`src/rtl/cfg_gate_pkg.sv`:
```
package cfg_gate_pkg;
  parameter int unsigned ADDR_W_DEF = 12;
  parameter int unsigned DATA_W_DEF = 8;
  parameter int unsigned NREG_DEF = 12;
  parameter int unsigned NREG_BASE_DEF = 7;

  parameter logic [ADDR_W_DEF-1:0] LEG_BASE_DEF = 12'hF8C;
  parameter logic [ADDR_W_DEF-1:0] KEY_ADDR_DEF = 12'hF8F;
  parameter logic [ADDR_W_DEF-1:0] IDX_ADDR_DEF = 12'hE0E;
  parameter logic [ADDR_W_DEF-1:0] DAT_ADDR_DEF = 12'hE0F;

  parameter logic [7:0] KEY_ORIG = 8'hE2;
  parameter logic [7:0] KEY_LATER = 8'hE3;
  parameter logic [7:0] RELOC_KEY1 = 8'hE4;
  parameter logic [7:0] RELOC_KEY2 = 8'h80;

  typedef enum logic [1:0] {
    VAR_ORIG    = 2'd0,
    VAR_LATER   = 2'd1,
    VAR_INDEXED = 2'd2,
    VAR_RSVD    = 2'd3
  } variant_e;

  typedef struct packed {
    logic       leg;   // inside fixed register range
    logic       key;   // key address
    logic       idx;   // index port
    logic       dat;   // data port
    logic [7:0] sel;   // register number from legacy address
  } dec_t;
endpackage

```
`src/rtl/cfg_gate_decode.sv`:
```
module cfg_gate_decode
  import cfg_gate_pkg::*;
#(
  parameter int unsigned ADDR_W = ADDR_W_DEF,
  parameter int unsigned NREG = NREG_DEF,
  parameter logic [ADDR_W-1:0] LEG_BASE = LEG_BASE_DEF,
  parameter logic [ADDR_W-1:0] KEY_ADDR = KEY_ADDR_DEF,
  parameter logic [ADDR_W-1:0] IDX_ADDR = IDX_ADDR_DEF,
  parameter logic [ADDR_W-1:0] DAT_ADDR = DAT_ADDR_DEF
) (
  input  logic [ADDR_W-1:0] addr_i,
  output dec_t              dec_o
);
  localparam logic [ADDR_W-1:0] LEG_LAST = LEG_BASE + ADDR_W'(NREG);

  always_comb begin
    dec_o.leg = (addr_i > LEG_BASE) && (addr_i <= LEG_LAST);
    dec_o.key = (addr_i == KEY_ADDR);
    dec_o.idx = (addr_i == IDX_ADDR);
    dec_o.dat = (addr_i == DAT_ADDR);
    dec_o.sel = 8'(addr_i - LEG_BASE);
  end
endmodule

```
`src/rtl/cfg_gate_lock.sv`:
```
module cfg_gate_lock
  import cfg_gate_pkg::*;
#(
  parameter int unsigned DATA_W = DATA_W_DEF
) (
  input  logic              clk_i,
  input  logic              rst_ni,
  input  logic              indexed_i,
  input  logic [DATA_W-1:0] key_i,
  input  logic              rd_i,
  input  logic              wr_i,
  input  logic              leg_i,
  input  logic              key_addr_i,
  input  logic [DATA_W-1:0] wdata_i,
  output logic              open_o,
  output logic              idx_mode_o
);
  logic open_q, arm_q, idx_q;
  logic leg_strobe, key_wr;

  assign leg_strobe = (rd_i || wr_i) && leg_i;
  assign key_wr     = wr_i && key_addr_i;

  always_ff @(posedge clk_i or negedge rst_ni) begin
    if (!rst_ni) begin
      open_q <= 1'b0;
      arm_q  <= 1'b0;
      idx_q  <= 1'b0;
    end else if (indexed_i) begin
      open_q <= 1'b0;
      if (leg_strobe) begin
        if (arm_q && key_wr && wdata_i == DATA_W'(RELOC_KEY2)) idx_q <= 1'b1;
        // any other range strobe drops a half-entered sequence
        arm_q <= !idx_q && key_wr && wdata_i == DATA_W'(RELOC_KEY1);
      end
    end else begin
      arm_q <= 1'b0;
      // open: any range strobe closes; locked: only the key opens
      if (leg_strobe) open_q <= !open_q && key_wr && wdata_i == key_i;
    end
  end

  assign open_o     = open_q;
  assign idx_mode_o = idx_q;
endmodule

```
`src/rtl/cfg_gate_regs.sv`:
```
module cfg_gate_regs #(
  parameter int unsigned NREG = 12,
  parameter int unsigned DATA_W = 8,
  parameter logic [NREG*DATA_W-1:0] RST_VAL = '0
) (
  input  logic                   clk_i,
  input  logic                   rst_ni,
  input  logic                   we_i,
  input  logic [DATA_W-1:0]      sel_i,
  input  logic [DATA_W-1:0]      nimpl_i,
  input  logic [DATA_W-1:0]      wdata_i,
  output logic [DATA_W-1:0]      rdata_o,
  output logic [NREG*DATA_W-1:0] cfg_o
);
  logic [DATA_W-1:0] rd_term [NREG];

  for (genvar k = 1; k <= NREG; k++) begin : g_reg
    logic [DATA_W-1:0] q;
    logic hit;
    assign hit = (sel_i == DATA_W'(k)) && (DATA_W'(k) <= nimpl_i);

    always_ff @(posedge clk_i or negedge rst_ni) begin
      if (!rst_ni)            q <= RST_VAL[(k-1)*DATA_W +: DATA_W];
      else if (we_i && hit)   q <= wdata_i;
    end

    assign cfg_o[(k-1)*DATA_W +: DATA_W] = q;
    assign rd_term[k-1] = hit ? q : '0;
  end

  always_comb begin
    rdata_o = '0;
    for (int i = 0; i < NREG; i++) rdata_o = rdata_o | rd_term[i];
  end
endmodule

```
`src/rtl/cfg_gate_bank.sv`:
```
module cfg_gate_bank
  import cfg_gate_pkg::*;
#(
  parameter int unsigned ADDR_W = ADDR_W_DEF,
  parameter int unsigned DATA_W = DATA_W_DEF,
  parameter int unsigned NREG = NREG_DEF,
  parameter int unsigned NREG_BASE = NREG_BASE_DEF,
  parameter logic [ADDR_W-1:0] LEG_BASE = LEG_BASE_DEF,
  parameter logic [ADDR_W-1:0] KEY_ADDR = KEY_ADDR_DEF,
  parameter logic [ADDR_W-1:0] IDX_ADDR = IDX_ADDR_DEF,
  parameter logic [ADDR_W-1:0] DAT_ADDR = DAT_ADDR_DEF
) (
  input  logic                   clk_i,
  input  logic                   rst_ni,
  input  logic [1:0]             variant_i,
  input  logic [ADDR_W-1:0]      addr_i,
  input  logic                   rd_i,
  input  logic                   wr_i,
  input  logic [DATA_W-1:0]      wdata_i,
  output logic [DATA_W-1:0]      rdata_o,
  output logic [NREG*DATA_W-1:0] cfg_o
);
  localparam logic [DATA_W-1:0] FLOAT = '1;

  dec_t dec;
  logic indexed, open_w, idx_mode_w;
  logic [DATA_W-1:0] key, nimpl, index_q, sel, reg_rdata;
  logic leg_hit, dat_hit, idx_hit, reg_we;

  assign indexed = (variant_i == VAR_INDEXED);
  assign key     = (variant_i == VAR_LATER) ? DATA_W'(KEY_LATER) : DATA_W'(KEY_ORIG);
  assign nimpl   = indexed ? DATA_W'(NREG) : DATA_W'(NREG_BASE);

  cfg_gate_decode #(
    .ADDR_W(ADDR_W), .NREG(NREG), .LEG_BASE(LEG_BASE),
    .KEY_ADDR(KEY_ADDR), .IDX_ADDR(IDX_ADDR), .DAT_ADDR(DAT_ADDR)
  ) u_dec (
    .addr_i(addr_i),
    .dec_o (dec)
  );

  cfg_gate_lock #(.DATA_W(DATA_W)) u_lock (
    .clk_i     (clk_i),
    .rst_ni    (rst_ni),
    .indexed_i (indexed),
    .key_i     (key),
    .rd_i      (rd_i),
    .wr_i      (wr_i),
    .leg_i     (dec.leg),
    .key_addr_i(dec.key),
    .wdata_i   (wdata_i),
    .open_o    (open_w),
    .idx_mode_o(idx_mode_w)
  );

  assign leg_hit = dec.leg && open_w && !indexed;
  assign dat_hit = idx_mode_w && dec.dat;
  assign idx_hit = idx_mode_w && dec.idx;
  assign sel     = dat_hit ? index_q : DATA_W'(dec.sel);
  assign reg_we  = wr_i && (leg_hit || dat_hit);

  always_ff @(posedge clk_i or negedge rst_ni) begin
    if (!rst_ni)              index_q <= '0;
    else if (wr_i && idx_hit) index_q <= wdata_i;
  end

  cfg_gate_regs #(.NREG(NREG), .DATA_W(DATA_W)) u_regs (
    .clk_i  (clk_i),
    .rst_ni (rst_ni),
    .we_i   (reg_we),
    .sel_i  (sel),
    .nimpl_i(nimpl),
    .wdata_i(wdata_i),
    .rdata_o(reg_rdata),
    .cfg_o  (cfg_o)
  );

  always_comb begin
    rdata_o = FLOAT;
    if (rd_i) begin
      if (leg_hit || dat_hit) rdata_o = reg_rdata;
      else if (idx_hit)       rdata_o = index_q;
    end
  end
endmodule

```
`config.mk`:
```
export PLATFORM = sky130hd
export DESIGN_NAME = cfg_gate_bank
export DESIGN_NICKNAME = d
export VERILOG_FILES = /design/src/rtl/cfg_gate_pkg.sv /design/src/rtl/cfg_gate_decode.sv /design/src/rtl/cfg_gate_lock.sv /design/src/rtl/cfg_gate_regs.sv /design/src/rtl/cfg_gate_bank.sv
export SDC_FILE = /design/constraint.sdc
export NUM_CORES = 1
export LEC_CHECK = 0
export ABC_CLOCK_PERIOD_IN_PS = 3630
export BUFFER_PORTS_ARGS = -buffer_cell sky130_fd_sc_hd__buf_4
export CORE_MARGIN = 2
export CORE_UTILIZATION = 55
export CTS_BUF_LIST = sky130_fd_sc_hd__clkbuf_8
export CTS_CLUSTER_DIAMETER = 40
export DETAILED_ROUTE_END_ITERATION = 7
export HOLD_SLACK_MARGIN = 0.05
export PLACE_DENSITY = 0.81
export SYNTH_ARGS = -nofsm -noshare
export SYNTH_HDL_FRONTEND = slang
export SYNTH_SLANG_ARGS = --single-unit
```
`constraint.sdc`:
```
create_clock -name clk_i -period 3.63 [get_ports clk_i]
set_clock_uncertainty 0.2 [all_clocks]
set_input_delay 0.1815 -clock clk_i [delete_from_list [all_inputs] [get_ports clk_i]]
set_output_delay 0.1815 -clock clk_i [all_outputs]
set_load 0.05 [all_outputs]
```
==> flow_metrics.tcl <==
set metrics [dict create \
    outcome "finished, final reports clean" \
    synth_cell_types 62 \
    maxSlewViolCount 0 \
    postSynthAreaPerCell_um2 11.8 \
    ir_drop_v 0.000248 \
    io_pins 130 \
    cp_slowest_stage_delay_ps 460 \
    fill_cells 728 \
    powerDensity_mw_per_mm2 302 \
    overflow 0 \
    clkTransAtPathRegs_ps 110 \
    diodes 0 \
    clk_latency_ps 380 \
    hold_path_class "primary input to flop" \
    viasPerCell 6.38 \
    syn_to_final_growth_pct 26.6 \
    drt.antenna.violating_nets 0 \
    seq_area_frac_synth 0.477 \
    clockBufferDepth 2 \
    crit_type "flop to output port" \
    synth-edff-count 0 \
    fin_crit_ps 3600 \
    start_util 0.569 \
    cts.htree.levels 3 \
    die_h_um 105 \
    grt_pass1_vias 4709 \
    die_x_um 105 \
    cp.arrival_ps 3220 \
    synthesis.nets 505 \
    drtPass1Iterations 7 \
    synth_ff_type "dfrtp_1" \
    fmax_ghz 0.278 \
    synth_cells 476 \
    netlist_area_mm2 0.00562 \
    tritoncts "built" \
    cts_buffers 9 \
    first_iter_violations 480 \
    clkSinkCount 107 \
    startpoint_type "flop" \
    grt_start_max_net_pins 71 \
    io_buffers 129 \
    report.final.hold_viol_count 0 \
    fin_crit_sh 0.992 \
    grt_pass1_wl_um 26800 \
    drive_gt1_frac 0.356 \
    setup_viol 0 \
    fp-row-count 36 \
    wl_per_cell_um 23.1 \
    grt_usage 0.319 \
    coreArea_mm2 0.00986 \
    die-area_mm2 0.0110 \
    dp_hpwl_um 12600 \
    dp_slack_ps 206 \
    antenna_found_initial 0 \
    ys_ff_latch 107 \
    path_cells "nand3b_1, nor2_2, a2111o_1, a211o_4, a21oi_4, buf_6, nand4_1, nand3_1, o32a_1, buf_6" \
    cpMostUsedCell "buf_6" \
    slowest_stage "dfrtp_1" \
    nets 648 \
    yosys_warnings 0 \
    via_count 4830 \
    drcViolationCount 0 \
    setup_ws_ps 27.9 \
    end_kind "output port" \
    cts_root_buf "clkbuf_8" \
    ys_async_sr_fraction 1.00 \
    worst_slew_pin_slew_ps 871 \
    cap_violations 0 \
    worstPathMaxFanout 6 \
    rsz0062_at_grt "yes" \
    wl_um 17500 \
    hold_slack_ps 127 \
    p_leak_nw 3.56 \
    place_congestion 0.960 \
    relSlewSlack 0.420 \
    crit_required_ps 3250 \
]
-- per-layer routing --
metal | GRT usage | wire length [um]
met5 | 0 | 0
met1 | 0.436 | 7040
met4 | 0.113 | 418
met3 | 0.0661 | 1610
met2 | 0.507 | 8390
-- kinds of logic (layout without fill, tap and decap cells) --
group	after synthesis	in the layout	synth area share
adder cells (fa/ha/maj)	3	3	0.00669
AND/OR/NAND/NOR	127	127	0.132
flip-flops	107	107	0.477
buffers and inverters	30	178	0.0296
multiplexers	118	118	0.238
AO/OA/AOI/OAI	90	90	0.115
XOR/XNOR	1	1	0.00156
-- where the power goes --
part / leakage (nW) / internal (mW) / switching (mW)
Sequential: 1.50 / 1.19 / 0.000000000121
Clock: 0.107 / 0.330 / 0.439
Combinational: 1.96 / 0.0589 / 0.124
-- registers in the layout (all words and copies together), names as in the netlist --
register	cells
u_lock.arm_q	1
index_q	8
u_lock.idx_mode_o	1
u_regs.g.q	96
u_lock.open_o	1
-- layout by cell type (no fill, tap or decap), types with 3 or more instances in the layout --
master	count
dlygate4sd3_1	13
a21oi_1	11
and3_1	8
nand3b_1	3
nor4_1	5
mux2_2	32
mux2i_1	11
o21ai_0	15
mux2_1	73
a21oi_4	3
nor2_1	10
a32oi_1	3
nand4_1	7
nor2b_1	6
nand3_1	16
nand3_2	4
or3_1	3
clkbuf_8	9
ha_1	3
a22o_1	3
a22oi_1	13
o32a_1	4
nand2_1	30
or4_1	3
a31oi_1	5
nand2b_1	7
o211ai_1	3
inv_6	3
o21ai_1	7
buf_4	146
and2_1	6
dfrtp_1	107
o22ai_1	5
-- synthesized netlist by cell type (all sizes together), types with 6 or more instances --
library cell / n / share of area
dfrtp: 107 / 0.48
o21ai: 22 / 0.020
nor2: 12 / 0.0085
and3: 8 / 0.0089
mux2: 105 / 0.21
nor2b: 6 / 0.0067
nand2: 33 / 0.023
a22oi: 13 / 0.017
nand4: 7 / 0.0078
buf: 17 / 0.021
nand2b: 7 / 0.0078
nor4: 7 / 0.012
nand3: 21 / 0.025
mux2i: 11 / 0.020
and2: 8 / 0.0089
a21oi: 16 / 0.020
clkbuf: 12 / 0.0080
-- cell type report --
class / instances / area [um^2] / share of cell area
timing repair buffer: 161 / 1250 / 0.176
clock buffer: 9 / 124 / 0.0174
tap: 133 / 166 / 0.0234
clock inverter: 7 / 82.6 / 0.0116
inverter: 1 / 3.75 / 0.000528
multi-input combinational: 339 / 2810 / 0.395
sequential: 107 / 2680 / 0.377
-- stage by stage --
step	util	power, mW	cells	setup TNS [ps]	cell area [um^2]
global route	0.721	2.21	757	-9.99	7110
detailed placement	0.680	1.38	725	0	6710
finish	0.721	2.14	757	0	7110
floorplan	-	1.29	476	0	5620
CTS	0.715	2.14	754	0	7050
global placement	0.680	1.38	725	0	6710
-- path summary, 6_finish.rpt --
check / startpoint / endpoint / slack [ps] / cells after the start
min: rd_i / u_lock.open_o / 130 / 4
max reg2reg: u_lock.idx_mode_o / u_regs.g_reg[10].q[6] / 350 / 8
max: u_lock.idx_mode_o / rdata_o[5] / 30 / 10
min reg2reg: u_regs.g_reg[5].q[4] / u_regs.g_reg[5].q[4] / 330 / 1
max in group asynchronous: rst_ni / index_q[3] / 2150 / 3
min in group asynchronous: rst_ni / u_regs.g_reg[3].q[4] / 240 / 2
-- worst max-delay path: cells and delay by family, from the launching register on --
family / cells / cell delay [ps]
AND/OR/NAND/NOR: 4 / 700
flip-flops: 1 / 460
buffers and inverters: 2 / 340
AO/OA/AOI/OAI: 4 / 1330
-- what timing repair did --
| action | in CTS | in global routing |
|---|---|---|
| setup endpoints to repair | 3 | 8 |
| hold buffers | 13 | 0 |
| buffers inserted | 0 | 3 |
| hold endpoints to repair | 170 | 0 |
| resized for setup | 2 | 9 |
| pin swaps | 0 | 8 |
(Power assumes the default switching activity.)
